**config.mk**
```make
export PLATFORM = sky130hd
export DESIGN_NAME = line_group_builder
export DESIGN_NICKNAME = d
export VERILOG_FILES = /design/src/rtl/lgb_pkg.sv /design/src/rtl/lgb_fit_search.sv /design/src/rtl/lgb_line_store.sv /design/src/rtl/lgb_phase_ctl.sv /design/src/rtl/line_group_builder.sv
export SDC_FILE = /design/constraint.sdc
export NUM_CORES = 1
export LEC_CHECK = 0
export BUFFER_PORTS_ARGS = -buffer_cell sky130_fd_sc_hd__buf_2
export CORE_ASPECT_RATIO = 1.1
export CORE_MARGIN = 2
export CORE_UTILIZATION = 40
export DETAILED_ROUTE_END_ITERATION = 6
export PLACE_DENSITY = 0.66
export SLEW_MARGIN = 20
export SYNTH_ARGS = -nofsm -noshare
export SYNTH_HDL_FRONTEND = slang
export SYNTH_SLANG_ARGS = --single-unit
export TNS_END_PERCENT = 5
```
**constraint.sdc**
```tcl
create_clock -name clk -period 4.4 [get_ports clk]
set_clock_uncertainty 0.05 [all_clocks]
set_input_delay 0 -clock clk [delete_from_list [all_inputs] [get_ports clk]]
set_output_delay 0 -clock clk [all_outputs]
set_load 0.01 [all_outputs]
```
**src/rtl/lgb_pkg.sv**
```systemverilog
package lgb_pkg;
  typedef enum logic [2:0] {
    PH_IDLE,
    PH_TEST,
    PH_WAKE,
    PH_BUILD,
    PH_MMAP,
    PH_FMAP,
    PH_DONE
  } lgb_phase_e;
endpackage

```
**src/rtl/lgb_fit_search.sv**
```systemverilog
// First-fit search: lowest open group that is not full and has no shared faulty chunk.
module lgb_fit_search #(
  parameter int CHUNKS  = 8,
  parameter int GROUPS  = 6,
  parameter int GRP_MAX = 4,
  localparam int GW = (GROUPS > 1) ? $clog2(GROUPS) : 1,
  localparam int SW = $clog2(GRP_MAX + 1)
) (
  input  logic [CHUNKS-1:0]              cand_vec,
  input  logic [GROUPS-1:0][CHUNKS-1:0]  grp_union,
  input  logic [GROUPS-1:0][SW-1:0]      grp_size,
  input  logic [GW:0]                    grp_used,
  output logic                           fit_hit,
  output logic [GW-1:0]                  fit_grp
);
  logic [GROUPS-1:0] fits;

  for (genvar g = 0; g < GROUPS; g++) begin : g_fit
    assign fits[g] = ((GW+1)'(g) < grp_used)
                  && (grp_size[g] < SW'(GRP_MAX))
                  && ((grp_union[g] & cand_vec) == '0);
  end

  always_comb begin
    fit_hit = |fits;
    fit_grp = '0;
    for (int g = GROUPS - 1; g >= 0; g--) begin
      if (fits[g]) fit_grp = GW'(g);
    end
  end
endmodule

```
**src/rtl/lgb_line_store.sv**
```systemverilog
// Per-line and per-group state built up as fault vectors arrive.
module lgb_line_store #(
  parameter int LINES   = 16,
  parameter int CHUNKS  = 8,
  parameter int GROUPS  = 6,
  parameter int GRP_MAX = 4,
  localparam int LW = (LINES > 1) ? $clog2(LINES) : 1,
  localparam int GW = (GROUPS > 1) ? $clog2(GROUPS) : 1,
  localparam int SW = $clog2(GRP_MAX + 1),
  localparam int CW = $clog2(CHUNKS + 1)
) (
  input  logic                           clk,
  input  logic                           rst_n,
  input  logic                           wr_en,
  input  logic [LW-1:0]                  wr_line,
  input  logic [CHUNKS-1:0]              wr_vec,
  input  logic                           wr_new,
  input  logic                           wr_dis,
  input  logic [GW-1:0]                  wr_grp,
  output logic [GROUPS-1:0][CHUNKS-1:0]  grp_union,
  output logic [GROUPS-1:0][SW-1:0]      grp_size,
  output logic [GROUPS-1:0][LW-1:0]      grp_sac,
  output logic [GW:0]                    grp_used,
  output logic [LINES-1:0][CHUNKS-1:0]   line_vec,
  output logic [LINES-1:0][GW-1:0]       line_grp,
  output logic [LINES-1:0]               line_dis,
  output logic [LW:0]                    dis_cnt
);
  logic [GROUPS-1:0][CW-1:0] sac_wt;
  logic [CW-1:0]             wr_wt;

  assign wr_wt = CW'($countones(wr_vec));

  always_ff @(posedge clk or negedge rst_n) begin
    if (!rst_n) begin
      grp_union <= '0;
      grp_size  <= '0;
      grp_sac   <= '0;
      sac_wt    <= '0;
      grp_used  <= '0;
      line_vec  <= '0;
      line_grp  <= '0;
      line_dis  <= '0;
      dis_cnt   <= '0;
    end else if (wr_en) begin
      line_vec[wr_line] <= wr_vec;
      line_dis[wr_line] <= wr_dis;
      line_grp[wr_line] <= wr_dis ? '0 : wr_grp;
      if (wr_dis) begin
        dis_cnt <= dis_cnt + 1'b1;
      end else begin
        grp_union[wr_grp] <= wr_new ? wr_vec : (grp_union[wr_grp] | wr_vec);
        grp_size[wr_grp]  <= wr_new ? SW'(1) : (grp_size[wr_grp] + 1'b1);
        if (wr_new) begin
          grp_used        <= grp_used + 1'b1;
          grp_sac[wr_grp] <= wr_line;
          sac_wt[wr_grp]  <= wr_wt;
        end else if (wr_wt < sac_wt[wr_grp]) begin
          grp_sac[wr_grp] <= wr_line;
          sac_wt[wr_grp]  <= wr_wt;
        end
      end
    end
  end

  AST_NO_SHARED_CHUNK: assert property (@(posedge clk) disable iff (!rst_n)
    (wr_en && !wr_dis && !wr_new) |-> ((grp_union[wr_grp] & wr_vec) == '0));

  AST_NEW_GROUP_NEXT: assert property (@(posedge clk) disable iff (!rst_n)
    (wr_en && wr_new) |-> ({1'b0, wr_grp} == grp_used));

  AST_DISABLE_WHEN_FULL: assert property (@(posedge clk) disable iff (!rst_n)
    (wr_en && wr_dis) |-> (grp_used == (GW+1)'(GROUPS)));

  for (genvar g = 0; g < GROUPS; g++) begin : g_cap
    AST_GROUP_CAP: assert property (@(posedge clk) disable iff (!rst_n)
      grp_size[g] <= SW'(GRP_MAX));
  end
endmodule

```
**src/rtl/lgb_phase_ctl.sv**
```systemverilog
// Entry sequencing, fault-vector intake and map streaming.
module lgb_phase_ctl
  import lgb_pkg::*;
#(
  parameter int LINES        = 16,
  parameter int GROUPS       = 6,
  parameter int VW           = 12,
  parameter int VDD_LIMIT_MV = 651,
  localparam int LW = (LINES > 1) ? $clog2(LINES) : 1,
  localparam int GW = (GROUPS > 1) ? $clog2(GROUPS) : 1
) (
  input  logic          clk,
  input  logic          rst_n,
  input  logic [VW-1:0] vdd_mv,
  input  logic          lp_req,
  input  logic          bist_done,
  input  logic          hp_ack,
  input  logic          flt_valid,
  input  logic          mm_ready,
  input  logic          fm_ready,
  input  logic          fit_hit,
  input  logic [GW-1:0] fit_grp,
  input  logic [GW:0]   grp_used,
  output logic          bist_start,
  output logic          hp_req,
  output logic          flt_ready,
  output logic          wr_en,
  output logic [LW-1:0] wr_line,
  output logic          wr_new,
  output logic          wr_dis,
  output logic [GW-1:0] wr_grp,
  output logic          mm_valid,
  output logic [LW-1:0] mm_line,
  output logic          fm_valid,
  output logic [GW-1:0] fm_grp,
  output logic          done
);
  lgb_phase_e    phase_q, phase_d;
  logic [LW-1:0] line_q;
  logic [GW-1:0] grp_q;
  logic          below, flt_hs, mm_hs, fm_hs, last_line, last_grp, has_room;

  assign below     = vdd_mv < VW'(VDD_LIMIT_MV);
  assign bist_start = (phase_q == PH_TEST);
  assign hp_req    = (phase_q == PH_WAKE);
  assign flt_ready = (phase_q == PH_BUILD);
  assign mm_valid  = (phase_q == PH_MMAP);
  assign fm_valid  = (phase_q == PH_FMAP);
  assign done      = (phase_q == PH_DONE);

  assign flt_hs    = flt_valid && flt_ready;
  assign mm_hs     = mm_valid && mm_ready;
  assign fm_hs     = fm_valid && fm_ready;
  assign last_line = (line_q == LW'(LINES - 1));
  assign last_grp  = ({1'b0, grp_q} == (grp_used - 1'b1));
  assign has_room  = grp_used < (GW+1)'(GROUPS);

  assign wr_en   = flt_hs;
  assign wr_line = line_q;
  assign wr_new  = !fit_hit && has_room;
  assign wr_dis  = !fit_hit && !has_room;
  assign wr_grp  = fit_hit ? fit_grp : grp_used[GW-1:0];
  assign mm_line = line_q;
  assign fm_grp  = grp_q;

  always_comb begin
    phase_d = phase_q;
    unique case (phase_q)
      PH_IDLE:  if (lp_req && below)         phase_d = PH_TEST;
      PH_TEST:  if (bist_done)               phase_d = PH_WAKE;
      PH_WAKE:  if (hp_ack)                  phase_d = PH_BUILD;
      PH_BUILD: if (flt_hs && last_line)     phase_d = PH_MMAP;
      PH_MMAP:  if (mm_hs && last_line)      phase_d = PH_FMAP;
      PH_FMAP:  if (fm_hs && last_grp)       phase_d = PH_DONE;
      PH_DONE:                               phase_d = PH_DONE;
      default:                               phase_d = PH_IDLE;
    endcase
  end

  always_ff @(posedge clk or negedge rst_n) begin
    if (!rst_n) begin
      phase_q <= PH_IDLE;
      line_q  <= '0;
      grp_q   <= '0;
    end else begin
      phase_q <= phase_d;
      if (flt_hs || mm_hs) line_q <= last_line ? '0 : (line_q + 1'b1);
      if (fm_hs)           grp_q  <= grp_q + 1'b1;
    end
  end

  AST_TEST_THEN_WAKE: assert property (@(posedge clk) disable iff (!rst_n)
    $rose(hp_req) |-> $past(bist_start && bist_done));

  AST_WAKE_THEN_BUILD: assert property (@(posedge clk) disable iff (!rst_n)
    $rose(flt_ready) |-> $past(hp_req && hp_ack));

  AST_MM_HOLD: assert property (@(posedge clk) disable iff (!rst_n)
    (mm_valid && !mm_ready) |=> (mm_valid && $stable(mm_line)));

  AST_FM_HOLD: assert property (@(posedge clk) disable iff (!rst_n)
    (fm_valid && !fm_ready) |=> (fm_valid && $stable(fm_grp)));

  AST_DONE_STICKY: assert property (@(posedge clk) disable iff (!rst_n)
    done |=> (done && !flt_ready && !bist_start));

  AST_IGNORE_MIDBUILD: assert property (@(posedge clk) disable iff (!rst_n)
    ((flt_ready || mm_valid || fm_valid) && lp_req) |=> !bist_start);
endmodule

```
**src/rtl/line_group_builder.sv**
```systemverilog
module line_group_builder #(
  parameter int LINES        = 16,
  parameter int CHUNKS       = 8,
  parameter int GROUPS       = 6,
  parameter int GRP_MAX      = 4,
  parameter int VW           = 12,
  parameter int VDD_LIMIT_MV = 651,
  localparam int LW = (LINES > 1) ? $clog2(LINES) : 1,
  localparam int GW = (GROUPS > 1) ? $clog2(GROUPS) : 1,
  localparam int SW = $clog2(GRP_MAX + 1)
) (
  input  logic              clk,
  input  logic              rst_n,
  input  logic [VW-1:0]     vdd_mv,
  input  logic              lp_req,
  output logic              bist_start,
  input  logic              bist_done,
  output logic              hp_req,
  input  logic              hp_ack,
  input  logic              flt_valid,
  output logic              flt_ready,
  input  logic [CHUNKS-1:0] flt_vec,
  output logic              mm_valid,
  input  logic              mm_ready,
  output logic [LW-1:0]     mm_line,
  output logic [GW-1:0]     mm_group,
  output logic              mm_sac,
  output logic              mm_dis,
  output logic              fm_valid,
  input  logic              fm_ready,
  output logic [GW-1:0]     fm_grp,
  output logic [LW-1:0]     fm_sac_line,
  output logic [CHUNKS-1:0] fm_cover,
  output logic              done,
  output logic              remap_en,
  output logic [LW:0]       dis_count
);
  logic [GROUPS-1:0][CHUNKS-1:0] grp_union;
  logic [GROUPS-1:0][SW-1:0]     grp_size;
  logic [GROUPS-1:0][LW-1:0]     grp_sac;
  logic [GW:0]                   grp_used;
  logic [LINES-1:0][CHUNKS-1:0]  line_vec;
  logic [LINES-1:0][GW-1:0]      line_grp;
  logic [LINES-1:0]              line_dis;
  logic                          fit_hit, wr_en, wr_new, wr_dis;
  logic [GW-1:0]                 fit_grp, wr_grp;
  logic [LW-1:0]                 wr_line;

  lgb_fit_search #(.CHUNKS(CHUNKS), .GROUPS(GROUPS), .GRP_MAX(GRP_MAX)) u_fit (
    .cand_vec (flt_vec),
    .grp_union(grp_union),
    .grp_size (grp_size),
    .grp_used (grp_used),
    .fit_hit  (fit_hit),
    .fit_grp  (fit_grp)
  );

  lgb_line_store #(.LINES(LINES), .CHUNKS(CHUNKS), .GROUPS(GROUPS), .GRP_MAX(GRP_MAX)) u_store (
    .clk      (clk),
    .rst_n    (rst_n),
    .wr_en    (wr_en),
    .wr_line  (wr_line),
    .wr_vec   (flt_vec),
    .wr_new   (wr_new),
    .wr_dis   (wr_dis),
    .wr_grp   (wr_grp),
    .grp_union(grp_union),
    .grp_size (grp_size),
    .grp_sac  (grp_sac),
    .grp_used (grp_used),
    .line_vec (line_vec),
    .line_grp (line_grp),
    .line_dis (line_dis),
    .dis_cnt  (dis_count)
  );

  lgb_phase_ctl #(.LINES(LINES), .GROUPS(GROUPS), .VW(VW), .VDD_LIMIT_MV(VDD_LIMIT_MV)) u_ctl (
    .clk       (clk),
    .rst_n     (rst_n),
    .vdd_mv    (vdd_mv),
    .lp_req    (lp_req),
    .bist_done (bist_done),
    .hp_ack    (hp_ack),
    .flt_valid (flt_valid),
    .mm_ready  (mm_ready),
    .fm_ready  (fm_ready),
    .fit_hit   (fit_hit),
    .fit_grp   (fit_grp),
    .grp_used  (grp_used),
    .bist_start(bist_start),
    .hp_req    (hp_req),
    .flt_ready (flt_ready),
    .wr_en     (wr_en),
    .wr_line   (wr_line),
    .wr_new    (wr_new),
    .wr_dis    (wr_dis),
    .wr_grp    (wr_grp),
    .mm_valid  (mm_valid),
    .mm_line   (mm_line),
    .fm_valid  (fm_valid),
    .fm_grp    (fm_grp),
    .done      (done)
  );

  // Map beat fields read from the store at the stream counters.
  assign mm_dis      = line_dis[mm_line];
  assign mm_group    = line_grp[mm_line];
  assign mm_sac      = !mm_dis && (grp_sac[mm_group] == mm_line);
  assign fm_sac_line = grp_sac[fm_grp];
  assign fm_cover    = grp_union[fm_grp] & ~line_vec[fm_sac_line];
  assign remap_en    = done && (vdd_mv < VW'(VDD_LIMIT_MV));

  AST_SAC_IS_MEMBER: assert property (@(posedge clk) disable iff (!rst_n)
    fm_valid |-> (!line_dis[fm_sac_line] && (line_grp[fm_sac_line] == fm_grp)));
endmodule

```
==> impl_metrics.json <==
{
  "outcome": "completed",
  "max_freq_ghz": 0.238,
  "final_nets": 1863,
  "grt_busiest_layer": "met2",
  "antenna_left": 0,
  "std_cell_rows": 80,
  "clock_path_buffers": 3,
  "ys.flop_type": "dfrtp_1",
  "dieWidth_um": 203,
  "drv_cap": 0,
  "postSynthAreaPerCell_um2": 9.97,
  "fin_ws_ns": 0.200,
  "post-route-period-util_pct": 95.4,
  "cp-end-kind": "flop",
  "numPortBuffers": 63,
  "drtIter0Drc": 1294,
  "ys_seq_area_share_pct": 46.7,
  "n_antenna_cell": 0,
  "grt_first_pass_wirelength_mm": 79.7,
  "grtUsageMet2_pct": 37.2,
  "synthTopCellsByCount": "dfrtp_1 (325), nand2_1 (296), mux2_2 (150), o21ai_0 (133), nand3_1 (125)",
  "synth-compound-area-share_pct": 12.5,
  "die_h_um": 223,
  "grt_max_degree": 108,
  "fin_area_mm2": 0.0202,
  "drt_wl_total_mm": 50.5,
  "use_met1_pct": 30.3,
  "slew_viol_final": 0,
  "initial_core_util_pct": 40.3,
  "hold_viol": 0,
  "hpwl_mm": 32.8,
  "synth_nets": 1797,
  "synth_cell_type_count": 71,
  "cp_slowest_stage_delay_ns": 0.51,
  "drtPass1Iterations": 6,
  "io_pins": 64,
  "cp_max_fo": 12,
  "grtUsageTotal_pct": 22.3,
  "grt_pass1_vias": 13900,
  "gp_congestion": 0.917,
  "grt_overflow_total": 0,
  "area_growth_pct": 15.9,
  "ctsRootBufferMaster": "clkbuf_16",
  "synth_seq_cells": 325,
  "cts_made_buffers": 36,
  "dr_total_vias": 14000,
  "vias_per_cell": 5.81,
  "layout_min_cycle_time_ns": 4.20,
  "preCtsSetupSlack_ns": 0.0226,
  "clk_latency_ns": 0.54,
  "min_path_type": "in -> reg",
  "clock-sinks": 325,
  "timing.hold.ws_ns": 0.0333,
  "drcViolationCount": 0,
  "critical_path_class": "reg -> reg",
  "synth_area_leaders": "dfrtp_1 (47%), mux2_2 (9.7%), nand2_1 (6.4%)",
  "htree_levels": 2,
  "muxShareOfSynthArea_pct": 17.3,
  "wl_per_cell_um": 20.9,
  "r2r_start": "u_store.grp_used[0]",
  "syn_inst": 1746,
  "grt_use_met3_pct": 2.87,
  "synth_xor_area_share_pct": 0.956,
  "synth_simple_gate_area_share_pct": 16.9,
  "hp-start": "flt_valid",
  "netlist.area_leader.share_pct": 46.7,
  "synth_area_mm2": 0.0174,
  "worstMarginPinSlew_ns": 1.05,
  "critical_path.startpoint": "u_store.grp_used[0]",
  "synth_top_family_by_area": "multiplexers",
  "path_clk_slew_ns": 0.06,
  "ys_async_sr_fraction_pct": 100,
  "synth_edf_count": 0,
  "yosys_warnings": 0,
  "worstPathArrival_ns": 4.58,
  "setup_viol": 0,
  "crit_chain": "buf_4, ha_1, or3_4, nand4_1, nor2_4, or4_4, nor2_4, nor2_4, buf_4, nand2_1, a21oi_1, o22ai_1, ha_2, o21ai_0, nand2b_1, a21oi_2, a21oi_4, buf_4, nand2b_1, o21ai_0, a31o_2",
  "yosysMostFrequentCell": "dfrtp_1",
  "relSlewSlack_pct": 30.0,
  "cts_tree": "built",
  "dieArea_mm2": 0.0452,
  "antenna_found_initial": 0,
  "drive_gt1_share_pct": 24.9,
  "slowest_stage": "or4_4",
  "required_ns": 4.78,
  "synthAdderAreaFrac_pct": 1.83,
  "core_area_mm2": 0.0431,
  "cp-start-kind": "flop",
  "placed_cell_area_mm2": 0.0186,
  "synth_top_cell_by_area": "dfrtp_1"
}
==> worst max-delay path: cells and delay by family (launching register included) <==
family,cells,cell delay [ns]
adders and majority gates,2,0.43
AOI/OAI and AO/OA,7,0.99
buffers and inverters,3,0.59
DFF,1,0.40
and+or+nand+nor,9,1.64
==> final cells by class <==
class                           count  area, um^2
Inverter                           19        71.3
Clock buffer                       54        1050
Timing Repair Buffer              167        1250
Multi-Input combinational cell   1263        8780
Clock inverter                     10         186
Fill cell                        3959       23000
Tap cell                          574         718
Sequential cell                   325        8130
==> final timing paths <==
check	endpoint	slack (ns)	depth (start not counted)
max in group asynchronous	u_store.line_grp[34]	2.89	3
min in group asynchronous	u_store.sac_wt[1]	0.05	2
max	u_store.sac_wt[12]	0.20	21
min reg2reg	u_store.line_dis[10]	0.43	2
max reg2reg	u_store.sac_wt[12]	0.20	21
min	u_ctl.mm_line[1]	0.03	5
==> state kept, by name (all words and copies together), names as in the netlist <==
name / count
u_store.dis_cnt: 5
u_store.grp_sac: 24
u_store.line_dis: 16
u_store.line_vec: 128
u_ctl.mm_line: 4
u_store.grp_used: 4
u_ctl.fm_grp: 3
u_store.line_grp: 48
u_ctl.phase_q: 3
u_store.grp_union: 48
u_store.sac_wt: 24
u_store.grp_size: 18
==> repair_timing <==
action / CTS / global route
cloned: 0 / 3
buffers inserted: 0 / 9
hold buffers: 9 / 0
hold endpoints to repair: 135 / 0
pin swaps: 0 / 10
gates resized for setup: 1 / 29
setup endpoints to repair: 1 / 48
==> cells by family (layout without fill, tap and decap cells) <==
| kind of cell | count (synthesis) | after routing |
|---|---|---|
| AOI/OAI and AO/OA | 346 | 346 |
| adders and majority gates | 23 | 23 |
| muxes | 232 | 232 |
| and+or+nand+nor | 643 | 643 |
| buffers and inverters | 158 | 250 |
| xor gates and xnor gates | 19 | 19 |
| DFF | 325 | 325 |
==> layer usage <==
| layer | routed length [um] | vias up |
|---|---|---|
| li1 | - | 6371 |
| met1 | 21400 | 7028 |
| met2 | 24600 | 495 |
| met3 | 2930 | 113 |
| met4 | 1620 | 0 |
| met5 | 0 | - |
==> cells in the final DEF (no fill, tap or decap), drive strengths merged, types with 4 or more instances in the layout <==
| cell | Yosys | routed |
|---|---|---|
| nor2b | 12 | 12 |
| o311ai | 8 | 8 |
| mux2i | 38 | 38 |
| nand2 | 297 | 297 |
| nand2b | 15 | 15 |
| clkinv | 1 | 7 |
| dlygate4sd3 | 0 | 9 |
| a22oi | 17 | 17 |
| fa | 4 | 4 |
| inv | 18 | 18 |
| nand3 | 125 | 125 |
| a21oi | 72 | 72 |
| and3 | 35 | 35 |
| a221oi | 11 | 11 |
| buf | 39 | 155 |
| mux4 | 39 | 39 |
| nor3 | 11 | 11 |
| nor2 | 97 | 97 |
| nand4 | 6 | 6 |
| and2 | 11 | 11 |
| or4 | 6 | 6 |
| a31oi | 54 | 54 |
| a21o | 4 | 4 |
| o211ai | 15 | 15 |
| nand4b | 11 | 11 |
| a2111oi | 4 | 4 |
| mux2 | 155 | 155 |
| xnor2 | 16 | 16 |
| dfrtp | 325 | 325 |
| clkbuf | 100 | 57 |
| ha | 19 | 19 |
| or3 | 4 | 4 |
| bufinv | 0 | 4 |
| o21ai | 135 | 135 |
| o22ai | 6 | 6 |
| or2 | 7 | 7 |
==> stage by stage <==
stage,instances,setup TNS [ns],util (%)
3_5_place_dp,2327,0,43.1
3_3_place_gp,2327,0,43.1
4_1_cts,2400,0,46.2
5_1_grt,2412,-0.0567,46.8
2_1_floorplan,1746,-0.0122,-
6_report,2412,0,46.8
Power is left out: the tool's default activity adds up to more than one toggle a clock period on the data nets, which glitch-free logic cannot reach.
